## config.mk

```make
export PLATFORM = sky130hd
export DESIGN_NAME = cm_block_init
export DESIGN_NICKNAME = d
export VERILOG_FILES = /design/src/rtl/cmi_pkg.sv /design/src/rtl/cmi_regs.sv /design/src/rtl/cmi_sweep.sv /design/src/rtl/cmi_wmux.sv /design/src/rtl/cm_block_init.sv
export SDC_FILE = /design/constraint.sdc
export NUM_CORES = 1
export LEC_CHECK = 0
export ABC_AREA = 0
export BUFFER_PORTS_ARGS = -buffer_cell sky130_fd_sc_hd__buf_2
export CORE_ASPECT_RATIO = 1.1
export CORE_UTILIZATION = 41
export DETAILED_ROUTE_END_ITERATION = 7
export PLACE_DENSITY = 0.81
export SKIP_CTS_REPAIR_TIMING = 1
export SLEW_MARGIN = 10
export SYNTH_ARGS = -nofsm -noshare
export SYNTH_HDL_FRONTEND = slang
export SYNTH_SLANG_ARGS = --single-unit
```

## constraint.sdc

```tcl
create_clock -name clk -period 1.9 [get_ports clk]
set_clock_uncertainty 0.15 [all_clocks]
set_input_delay 0.475 -clock clk [delete_from_list [all_inputs] [get_ports clk]]
set_output_delay 0.475 -clock clk [all_outputs]
set_load 0.1 [all_outputs]
```

## src/rtl/cmi_pkg.sv

```systemverilog
package cmi_pkg;
  localparam int WORD_W      = 16;
  localparam int BP_PAT_W    = 3;
  localparam int LO_PAT_W    = 4;
  localparam int CTL_MODE_B  = 0;
  localparam int INIT_GO_B   = 0;
  localparam int INIT_LO_LSB = 3;
  localparam int INIT_BP_LSB = 7;
  localparam int BP_SLOT_LSB = 11;
  localparam int LO_SLOT_LSB = 12;
  localparam logic SEL_CTRL  = 1'b0;
  localparam logic SEL_INIT  = 1'b1;

  function automatic logic [WORD_W-1:0] mk_bp_word(input logic [BP_PAT_W-1:0] pat);
    logic [WORD_W-1:0] w;
    w = '0;
    w[BP_SLOT_LSB +: BP_PAT_W] = pat;
    return w;
  endfunction

  function automatic logic [WORD_W-1:0] mk_lo_word(input logic [LO_PAT_W-1:0] pat);
    logic [WORD_W-1:0] w;
    w = '0;
    w[LO_SLOT_LSB +: LO_PAT_W] = pat;
    return w;
  endfunction
endpackage

```

## src/rtl/cmi_regs.sv

```systemverilog
module cmi_regs
  import cmi_pkg::*;
(
  input  logic                clk,
  input  logic                rst_n,
  input  logic                wr_en,
  input  logic                sel,
  input  logic [WORD_W-1:0]   wdata,
  input  logic                done,
  output logic                mode,
  output logic                start,
  output logic [BP_PAT_W-1:0] bp_pat,
  output logic [LO_PAT_W-1:0] lo_pat,
  output logic                go,
  output logic [WORD_W-1:0]   rdata
);
  logic                mode_q, mode_d;
  logic                start_q, start_d;
  logic [BP_PAT_W-1:0] bp_pat_q, bp_pat_d;
  logic [LO_PAT_W-1:0] lo_pat_q, lo_pat_d;
  logic                ctl_wr, init_wr;

  assign ctl_wr  = wr_en && (sel == SEL_CTRL);
  assign init_wr = wr_en && (sel == SEL_INIT) && !start_q;
  assign go      = init_wr && wdata[INIT_GO_B] && mode_q;

  always_comb begin
    mode_d   = mode_q;
    start_d  = start_q;
    bp_pat_d = bp_pat_q;
    lo_pat_d = lo_pat_q;
    if (ctl_wr) mode_d = wdata[CTL_MODE_B];
    if (init_wr) begin
      bp_pat_d = wdata[INIT_BP_LSB +: BP_PAT_W];
      lo_pat_d = wdata[INIT_LO_LSB +: LO_PAT_W];
    end
    if (done)    start_d = 1'b0;
    else if (go) start_d = 1'b1;
  end

  always_ff @(posedge clk or negedge rst_n) begin
    if (!rst_n) begin
      mode_q   <= 1'b0;
      start_q  <= 1'b0;
      bp_pat_q <= '0;
      lo_pat_q <= '0;
    end else begin
      mode_q   <= mode_d;
      start_q  <= start_d;
      bp_pat_q <= bp_pat_d;
      lo_pat_q <= lo_pat_d;
    end
  end

  always_comb begin
    rdata = '0;
    if (sel == SEL_CTRL) begin
      rdata[CTL_MODE_B] = mode_q;
    end else begin
      rdata[INIT_GO_B]                 = start_q;
      rdata[INIT_LO_LSB +: LO_PAT_W]   = lo_pat_q;
      rdata[INIT_BP_LSB +: BP_PAT_W]   = bp_pat_q;
    end
  end

  assign mode   = mode_q;
  assign start  = start_q;
  assign bp_pat = bp_pat_q;
  assign lo_pat = lo_pat_q;

  AST_GO_NEEDS_MODE: assert property (@(posedge clk) disable iff (!rst_n)
    $rose(start_q) |-> $past(mode_q));
  AST_INIT_FROZEN: assert property (@(posedge clk) disable iff (!rst_n)
    (start_q && $past(start_q)) |-> ($stable(bp_pat_q) && $stable(lo_pat_q)));
endmodule

```

## src/rtl/cmi_sweep.sv

```systemverilog
module cmi_sweep #(
  parameter int SWEEP_LEN = 512,
  localparam int CW = $clog2(SWEEP_LEN + 1)
) (
  input  logic          clk,
  input  logic          rst_n,
  input  logic          go,
  output logic          run,
  output logic          done,
  output logic [CW-1:0] cnt
);
  localparam logic [CW-1:0] LAST = CW'(SWEEP_LEN - 1);

  logic          run_q, run_d;
  logic [CW-1:0] cnt_q, cnt_d;
  logic          cnt_en;

  assign done   = run_q && (cnt_q == LAST);
  assign cnt_en = go || run_q;

  always_comb begin
    run_d = run_q;
    cnt_d = cnt_q;
    if (go) begin
      run_d = 1'b1;
      cnt_d = '0;
    end else if (done) begin
      run_d = 1'b0;
    end else if (run_q) begin
      cnt_d = cnt_q + 1'b1;
    end
  end

  always_ff @(posedge clk or negedge rst_n) begin
    if (!rst_n) begin
      run_q <= 1'b0;
      cnt_q <= '0;
    end else begin
      run_q <= run_d;
      if (cnt_en) cnt_q <= cnt_d;
    end
  end

  assign run = run_q;
  assign cnt = cnt_q;

  AST_ADDR_STEP: assert property (@(posedge clk) disable iff (!rst_n)
    (run_q && $past(run_q)) |-> (cnt_q == CW'($past(cnt_q) + 1'b1)));
endmodule

```

## src/rtl/cmi_wmux.sv

```systemverilog
module cmi_wmux
  import cmi_pkg::*;
#(
  parameter int BP_DEPTH = 512,
  parameter int LO_DEPTH = 512,
  parameter int CW       = 10,
  localparam int BP_AW   = $clog2(BP_DEPTH),
  localparam int LO_AW   = $clog2(LO_DEPTH),
  localparam int CPU_AW  = (BP_AW > LO_AW) ? BP_AW : LO_AW
) (
  input  logic                clk,
  input  logic                rst_n,
  input  logic                run,
  input  logic [CW-1:0]       cnt,
  input  logic [BP_PAT_W-1:0] bp_pat,
  input  logic [LO_PAT_W-1:0] lo_pat,
  input  logic                cpu_wr,
  input  logic                cpu_sel,
  input  logic [CPU_AW-1:0]   cpu_addr,
  input  logic [WORD_W-1:0]   cpu_data,
  output logic                bp_we,
  output logic [BP_AW-1:0]    bp_addr,
  output logic [WORD_W-1:0]   bp_wdata,
  output logic                lo_we,
  output logic [LO_AW-1:0]    lo_addr,
  output logic [WORD_W-1:0]   lo_wdata
);
  localparam logic [CW:0] BP_LIM = (CW+1)'(BP_DEPTH);
  localparam logic [CW:0] LO_LIM = (CW+1)'(LO_DEPTH);

  logic bp_in_range, lo_in_range;

  assign bp_in_range = ({1'b0, cnt} < BP_LIM);
  assign lo_in_range = ({1'b0, cnt} < LO_LIM);

  always_comb begin
    if (run) begin
      bp_we    = bp_in_range;
      bp_addr  = cnt[BP_AW-1:0];
      bp_wdata = mk_bp_word(bp_pat);
      lo_we    = lo_in_range;
      lo_addr  = cnt[LO_AW-1:0];
      lo_wdata = mk_lo_word(lo_pat);
    end else begin
      bp_we    = cpu_wr && !cpu_sel;
      bp_addr  = cpu_addr[BP_AW-1:0];
      bp_wdata = cpu_data;
      lo_we    = cpu_wr && cpu_sel;
      lo_addr  = cpu_addr[LO_AW-1:0];
      lo_wdata = cpu_data;
    end
  end

  AST_SAME_ADDR: assert property (@(posedge clk) disable iff (!rst_n)
    (bp_we && lo_we) |-> (CPU_AW'(bp_addr) == CPU_AW'(lo_addr)));
  AST_IDLE_QUIET: assert property (@(posedge clk) disable iff (!rst_n)
    (!run && !cpu_wr) |-> (!bp_we && !lo_we));
  AST_ONE_TARGET: assert property (@(posedge clk) disable iff (!rst_n)
    !run |-> $onehot0({bp_we, lo_we}));
endmodule

```

## src/rtl/cm_block_init.sv

```systemverilog
module cm_block_init
  import cmi_pkg::*;
#(
  parameter int BP_DEPTH     = 512,
  parameter int LO_DEPTH     = 512,
  parameter int FRAME_CYCLES = 1024,
  localparam int BP_AW       = $clog2(BP_DEPTH),
  localparam int LO_AW       = $clog2(LO_DEPTH),
  localparam int CPU_AW      = (BP_AW > LO_AW) ? BP_AW : LO_AW,
  localparam int SWEEP_LEN   = (BP_DEPTH > LO_DEPTH) ? BP_DEPTH : LO_DEPTH,
  localparam int CW          = $clog2(SWEEP_LEN + 1)
) (
  input  logic              clk,
  input  logic              rst_n,
  input  logic              reg_wr_en,
  input  logic              reg_sel,
  input  logic [15:0]       reg_wdata,
  output logic [15:0]       reg_rdata,
  input  logic              cpu_mem_wr_en,
  input  logic              cpu_mem_sel,
  input  logic [CPU_AW-1:0] cpu_mem_addr,
  input  logic [15:0]       cpu_mem_wdata,
  output logic              bp_we,
  output logic [BP_AW-1:0]  bp_addr,
  output logic [15:0]       bp_wdata,
  output logic              lo_we,
  output logic [LO_AW-1:0]  lo_addr,
  output logic [15:0]       lo_wdata,
  output logic              busy
);
  logic                rst_meta_q, rst_sync_q;
  logic                mode, start, go, done, run;
  logic [BP_PAT_W-1:0] bp_pat;
  logic [LO_PAT_W-1:0] lo_pat;
  logic [CW-1:0]       cnt;

  always_ff @(posedge clk or negedge rst_n) begin
    if (!rst_n) begin
      rst_meta_q <= 1'b0;
      rst_sync_q <= 1'b0;
    end else begin
      rst_meta_q <= 1'b1;
      rst_sync_q <= rst_meta_q;
    end
  end

  cmi_regs u_regs (
    .clk    (clk),
    .rst_n  (rst_sync_q),
    .wr_en  (reg_wr_en),
    .sel    (reg_sel),
    .wdata  (reg_wdata),
    .done   (done),
    .mode   (mode),
    .start  (start),
    .bp_pat (bp_pat),
    .lo_pat (lo_pat),
    .go     (go),
    .rdata  (reg_rdata)
  );

  cmi_sweep #(.SWEEP_LEN(SWEEP_LEN)) u_sweep (
    .clk   (clk),
    .rst_n (rst_sync_q),
    .go    (go),
    .run   (run),
    .done  (done),
    .cnt   (cnt)
  );

  cmi_wmux #(.BP_DEPTH(BP_DEPTH), .LO_DEPTH(LO_DEPTH), .CW(CW)) u_wmux (
    .clk      (clk),
    .rst_n    (rst_sync_q),
    .run      (run),
    .cnt      (cnt),
    .bp_pat   (bp_pat),
    .lo_pat   (lo_pat),
    .cpu_wr   (cpu_mem_wr_en),
    .cpu_sel  (cpu_mem_sel),
    .cpu_addr (cpu_mem_addr),
    .cpu_data (cpu_mem_wdata),
    .bp_we    (bp_we),
    .bp_addr  (bp_addr),
    .bp_wdata (bp_wdata),
    .lo_we    (lo_we),
    .lo_addr  (lo_addr),
    .lo_wdata (lo_wdata)
  );

  assign busy = run;

  int unsigned run_len_q;
  always_ff @(posedge clk or negedge rst_sync_q) begin
    if (!rst_sync_q)  run_len_q <= 0;
    else if (run)     run_len_q <= run_len_q + 1;
    else              run_len_q <= 0;
  end

  AST_BUSY_TRACKS_START: assert property (@(posedge clk) disable iff (!rst_sync_q)
    start == run);
  AST_SWEEP_BOUND: assert property (@(posedge clk) disable iff (!rst_sync_q)
    run |-> (run_len_q < 2 * FRAME_CYCLES));
  AST_NO_GO_IDLE_MODE: assert property (@(posedge clk) disable iff (!rst_sync_q)
    (!mode && !run) |=> !run);
endmodule

```

## Word level (Yosys, flattened, before mapping)

Cells that the tools add are included.

| operators by class | value |
|---|---|
| add/sub/neg operators | 1 |
| magnitude comparators | 1 |
| equality and inequality tests | 2 |
| mux-type cells | 14 |
| bitwise gates (word level) | 1 |
| reduce and logical (&&, ||, !) cells | 14 |

Operators by type and width:

| kind | number |
|---|---|
| $mux 16 | 2 |
| $mux 10 | 3 |
| $add 10x1->10 const B | 1 |
| $eq 10x9->1 const B | 1 |
| $lt 10x10->1 const B | 1 |
| $mux 9 | 1 |
| $logic_and 1x1->1 | 8 |
| $mux 1 | 7 |
| $mux 7 | 1 |
| $reduce_bool 2->1 | 2 |
| $reduce_and 3->1 | 1 |
| $logic_not 1->1 | 2 |
| $ne 2x1->1 const B | 1 |
| $logic_or 1x1->1 | 1 |
| $not 1->1 | 1 |

| word-level totals | value |
|---|---|
| register bits | 22 |
| input bits | 47 |
| word-level logic and storage cells | 41 |

## Logic depth before layout (Yosys ltp)

| logic depth | value |
|---|---|
| depth after elaboration | 6 |
| depth in mapped cells | 5 |

## Modules after synthesis

Synthesis repeated with hierarchy kept, for this count alone.

| second synthesis, totals | value |
|---|---|
| cells, all modules | 185 |
| area, all modules | 1,716.6 um^2 |

By module, submodules not included:

| module | times used | cells an instance | area each (um^2) |
|---|---|---|---|
| cmi_sweep | 1 | 77 | 710.7 |
| cmi_regs | 1 | 41 | 500.5 |
| cmi_wmux | 1 | 64 | 451.7 |
| cm_block_init | 1 | 3 | 53.8 |

## Worst setup path before layout

Ideal clock, no wire load.

| timing path | value |
|---|---|
| kind | register to output |
| from | register u_sweep.run_q, in the netlist u_sweep.run |
| to | output port bp_wdata[11] |
| arrival time | 3.145 ns |
| required time | 1.275 ns |
| slack | -1.870 ns |
| cell stages (with the launch flop) | 4 |
| buffers on the path | 1 |
| path through | dfrtp_1 buf_2 nor2b_1 a21o_1 |

| between the ends | value |
|---|---|
| word-level cells in the longest chain between the ends | 1 |

RTL lines:

| item | line | source |
|---|---|---|
| start, declared | cmi_sweep.sv:14 | `logic run_q, run_d;` |
| start signal, assigned | cmi_sweep.sv:39 | `run_q <= run_d;` |
| $mux 16 | cmi_wmux.sv:37 | `if (run) begin` |
| end, declared | cm_block_init.sv:25 | `output logic [15:0] bp_wdata,` |

Every way passes these cells.

## Worst setup path in the final report

| timing path | value |
|---|---|
| from | register u_sweep.run_q, in the netlist u_sweep.run |
| to | output port lo_wdata[4] |

| between the ends | value |
|---|---|
| word-level cells in the longest chain between the ends | 1 |

RTL lines:

| item | line | source |
|---|---|---|
| $mux 16 | cmi_wmux.sv:37 |  |
| end, declared | cm_block_init.sv:28 | `output logic [15:0] lo_wdata,` |

Every way passes these cells.

==> flow_metrics.py <==
metrics = {
    "yosys": {
        "ys_seq_area_frac": 0.341,
        "ys_warn_count": 0,
        "syn_area_um2": 1620,
        "yosys-top-cells-area": "dfrtp_1 34%, buf_4 13%, mux2_2 13%",
        "syn_area_per_cell_um2": 9.51,
        "synth.largest_area_cell": "dfrtp_1",
        "yosysUniqueCellTypes": 37,
        "synth_edf_count": 0,
        "yosysTopAreaCellShare": 0.341,
        "synth-main-ff-cell": "dfrtp_1",
        "synth-seq-cells": 22,
        "synth_cells": 170,
        "ys_async_sr_fraction": 1.00,
    },
    "final_layout": {
        "diodes": 0,
        "fin_cells": 311,
        "layout_commonest_cell": "buf_12",
        "layout.nets": 310,
        "fillerInstances": 130,
        "final_cell_mix": "64 x buf_12, 38 x buf_2, 18 x dfrtp_1",
        "layout-drive-gt1-share": 0.697,
        "area_delta_synth_final_pct": 110,
    },
    "routing": {
        "ant_nets": 0,
        "wl_mm": 6.87,
        "first_pass_iters": 4,
        "post-route-drc-count": 0,
        "vias": 1725,
        "viasPerCell": 5.55,
        "detail_route.wl_per_cell_um": 22.1,
        "detail_route.iter0.violations": 82,
    },
    "min_path": {
        "hold_path.class": "register to async pin",
    },
    "floorplanning": {
        "rows": 23,
        "die_area_um2": 4200,
        "fp.dieW_um": 61.9,
        "core_um2": 3710,
        "ios": 116,
        "initial_core_util": 0.435,
        "die-height_um": 67.9,
    },
    "timing": {
        "grt_setup_unrepaired": "true",
        "finalSetupViolations": 53,
        "slew_violations": 0,
        "fin_ws_ns": -0.243,
        "relSlewSlack": 0.605,
        "fin_crit_ns": 2.14,
        "fin_crit_sh": 1.13,
        "fmax_ghz": 0.467,
        "holdWs_ns": 0.0977,
        "worst_pin_slew_ns": 0.592,
        "fin_tns_setup_ns": -10.12,
        "final_hold_viol_count": 0,
    },
    "global_routing": {
        "met3_usage": 0.0586,
        "gr-usage-met2": 0.570,
        "groute.layer.met1.usage": 0.343,
        "top_usage_layer": "met2",
        "gr-total-overflow": 0,
        "grt_pass1_wl_mm": 9.31,
        "grt_pass1_vias": 1762,
        "track_usage": 0.318,
        "grt_max_degree": 20,
        "grt_antenna_before_repair": 0,
    },
    "clock_tree": {
        "max-clock-path-buffers": 2,
        "clk_latency_ns": 0.28,
        "cts_tree": "done",
        "cts_buffers": 3,
        "root_buffer": "clkbuf_8",
        "h-tree-depth": 1,
        "clk_pin_slew_ns": 0.09,
        "clkSinkCount": 22,
    },
    "worst_setup_path": {
        "critPathMostFrequentCell": "buf_12",
        "start_kind": "register",
        "required_ns": 1.27,
        "critical_path.max_stage_delay_ns": 0.52,
        "cp_max_fo": 17,
        "cp.arrival_ns": 1.52,
        "crit_path_top_delay_cell": "dfrtp_4",
        "critPathKind": "register to output pin",
        "rrSetupSlack_ns": 0.03,
        "path_cells": "buf_12 > buf_12 > nor2b_4 > buf_12",
        "endpoint_kind": "output pin",
    },
    "power_and_ir_drop": {
        "finalPower_uw": 5910,
        "power.density_nw_per_um2": 1740,
        "irDropWorstVdd_mv": 1.68,
        "p_leak_uw": 0.00156,
    },
    "place": {
        "io_buffers": 99,
        "gp_congestion": 0.829,
        "hpwlAfterDp_mm": 4.46,
        "dp_cells": 302,
    },
    "job": {
        "maxCapViolations": 0,
    },
    "outcome": {
        "violations": "negative setup slack",
        "status": "finished with violations",
    },
}
## logic make-up (layout without fill, tap and decap cells)
logic type / count (synthesis) / after routing / synth area share
muxes: 21 / 21 / 0.144
other: 2 / 9 / 0.00465
adders and majority gates: 1 / 1 / 0.00774
buffers and inverters: 38 / 122 / 0.157
DFF: 22 / 22 / 0.341
xor gates and xnor gates: 4 / 4 / 0.0217
AOI/OAI and AO/OA: 16 / 16 / 0.0991
and+or+nand+nor: 66 / 66 / 0.225
## critical path: cells and delay by family, from the launching register on
| kind | cells | cell delay (ns) |
|---|---|---|
| DFF | 1 | 0.52 |
| buffers and inverters | 3 | 0.53 |
| and+or+nand+nor | 1 | 0.18 |
## where the power goes
part | switching [uW] | leakage, uW | internal, uW
registers | 277 | 0.000259 | 643
logic | 2950 | 0.00127 | 1590
clock network | 174 | 0.0000357 | 282
## cells in the mapped netlist (2+ instances only)
| cell | n |
|---|---|
| buf_4 | 28 |
| dfrtp_1 | 22 |
| mux2_2 | 18 |
| nand2_1 | 16 |
| nor2b_1 | 15 |
| nor2_1 | 14 |
| and2_1 | 7 |
| buf_2 | 5 |
| nor3_1 | 5 |
| a211oi_1 | 3 |
| a21o_1 | 3 |
| inv_1 | 3 |
| mux2i_1 | 3 |
| a31o_2 | 2 |
| conb_1 | 2 |
| xnor2_1 | 2 |
| xor2_1 | 2 |
## final cells by class
type                    count  area, um^2  area share
flip-flops and latches     22         558       0.164
repair buffers            115        1580       0.464
inverters                   3        11.3     0.00331
multi-input cells         117        1120       0.329
clock buffers               3        41.3      0.0122
well taps                  50        62.6      0.0184
clock inverters             1        30.0     0.00884
## sequential cells by signal, summed over array words and instances, names as in the netlist
signal	count
u_sweep.run	1
u_regs.bp_pat	3
u_regs.lo_pat	4
rst_meta_q	1
rst_sync_q	1
u_sweep.cnt	10
u_regs.start	1
u_regs.mode	1
## path summary, 6_finish.rpt
path,start,cells after the start,end
min in group clk,rst_meta_q,0,rst_sync_q
worst max-delay path,u_sweep.run,4,lo_wdata[4]
worst min register to register,rst_sync_q,0,u_sweep.cnt[9]
worst max register to register,u_sweep.cnt[5],4,u_sweep.cnt[1]
worst min-delay path,rst_sync_q,0,u_sweep.cnt[9]
max in group asynchronous,rst_sync_q,1,u_sweep.cnt[3]
## metrics by stage
step	setup slack (ns)	utilization	instance area, um^2
CTS	-0.238	0.898	3330
finish	-0.243	0.915	3400
floorplan	-0.512	-	2170
global route	-0.270	0.915	3400
detailed placement	0.0715	0.878	3260
global placement	0.0893	0.878	3260
## per-layer routing
metal,up-vias,wire (um)
li1,724,-
met1,835,2250
met2,126,3820
met3,40,369
met4,0,421
met5,-,0
(Power assumes the default switching activity.)
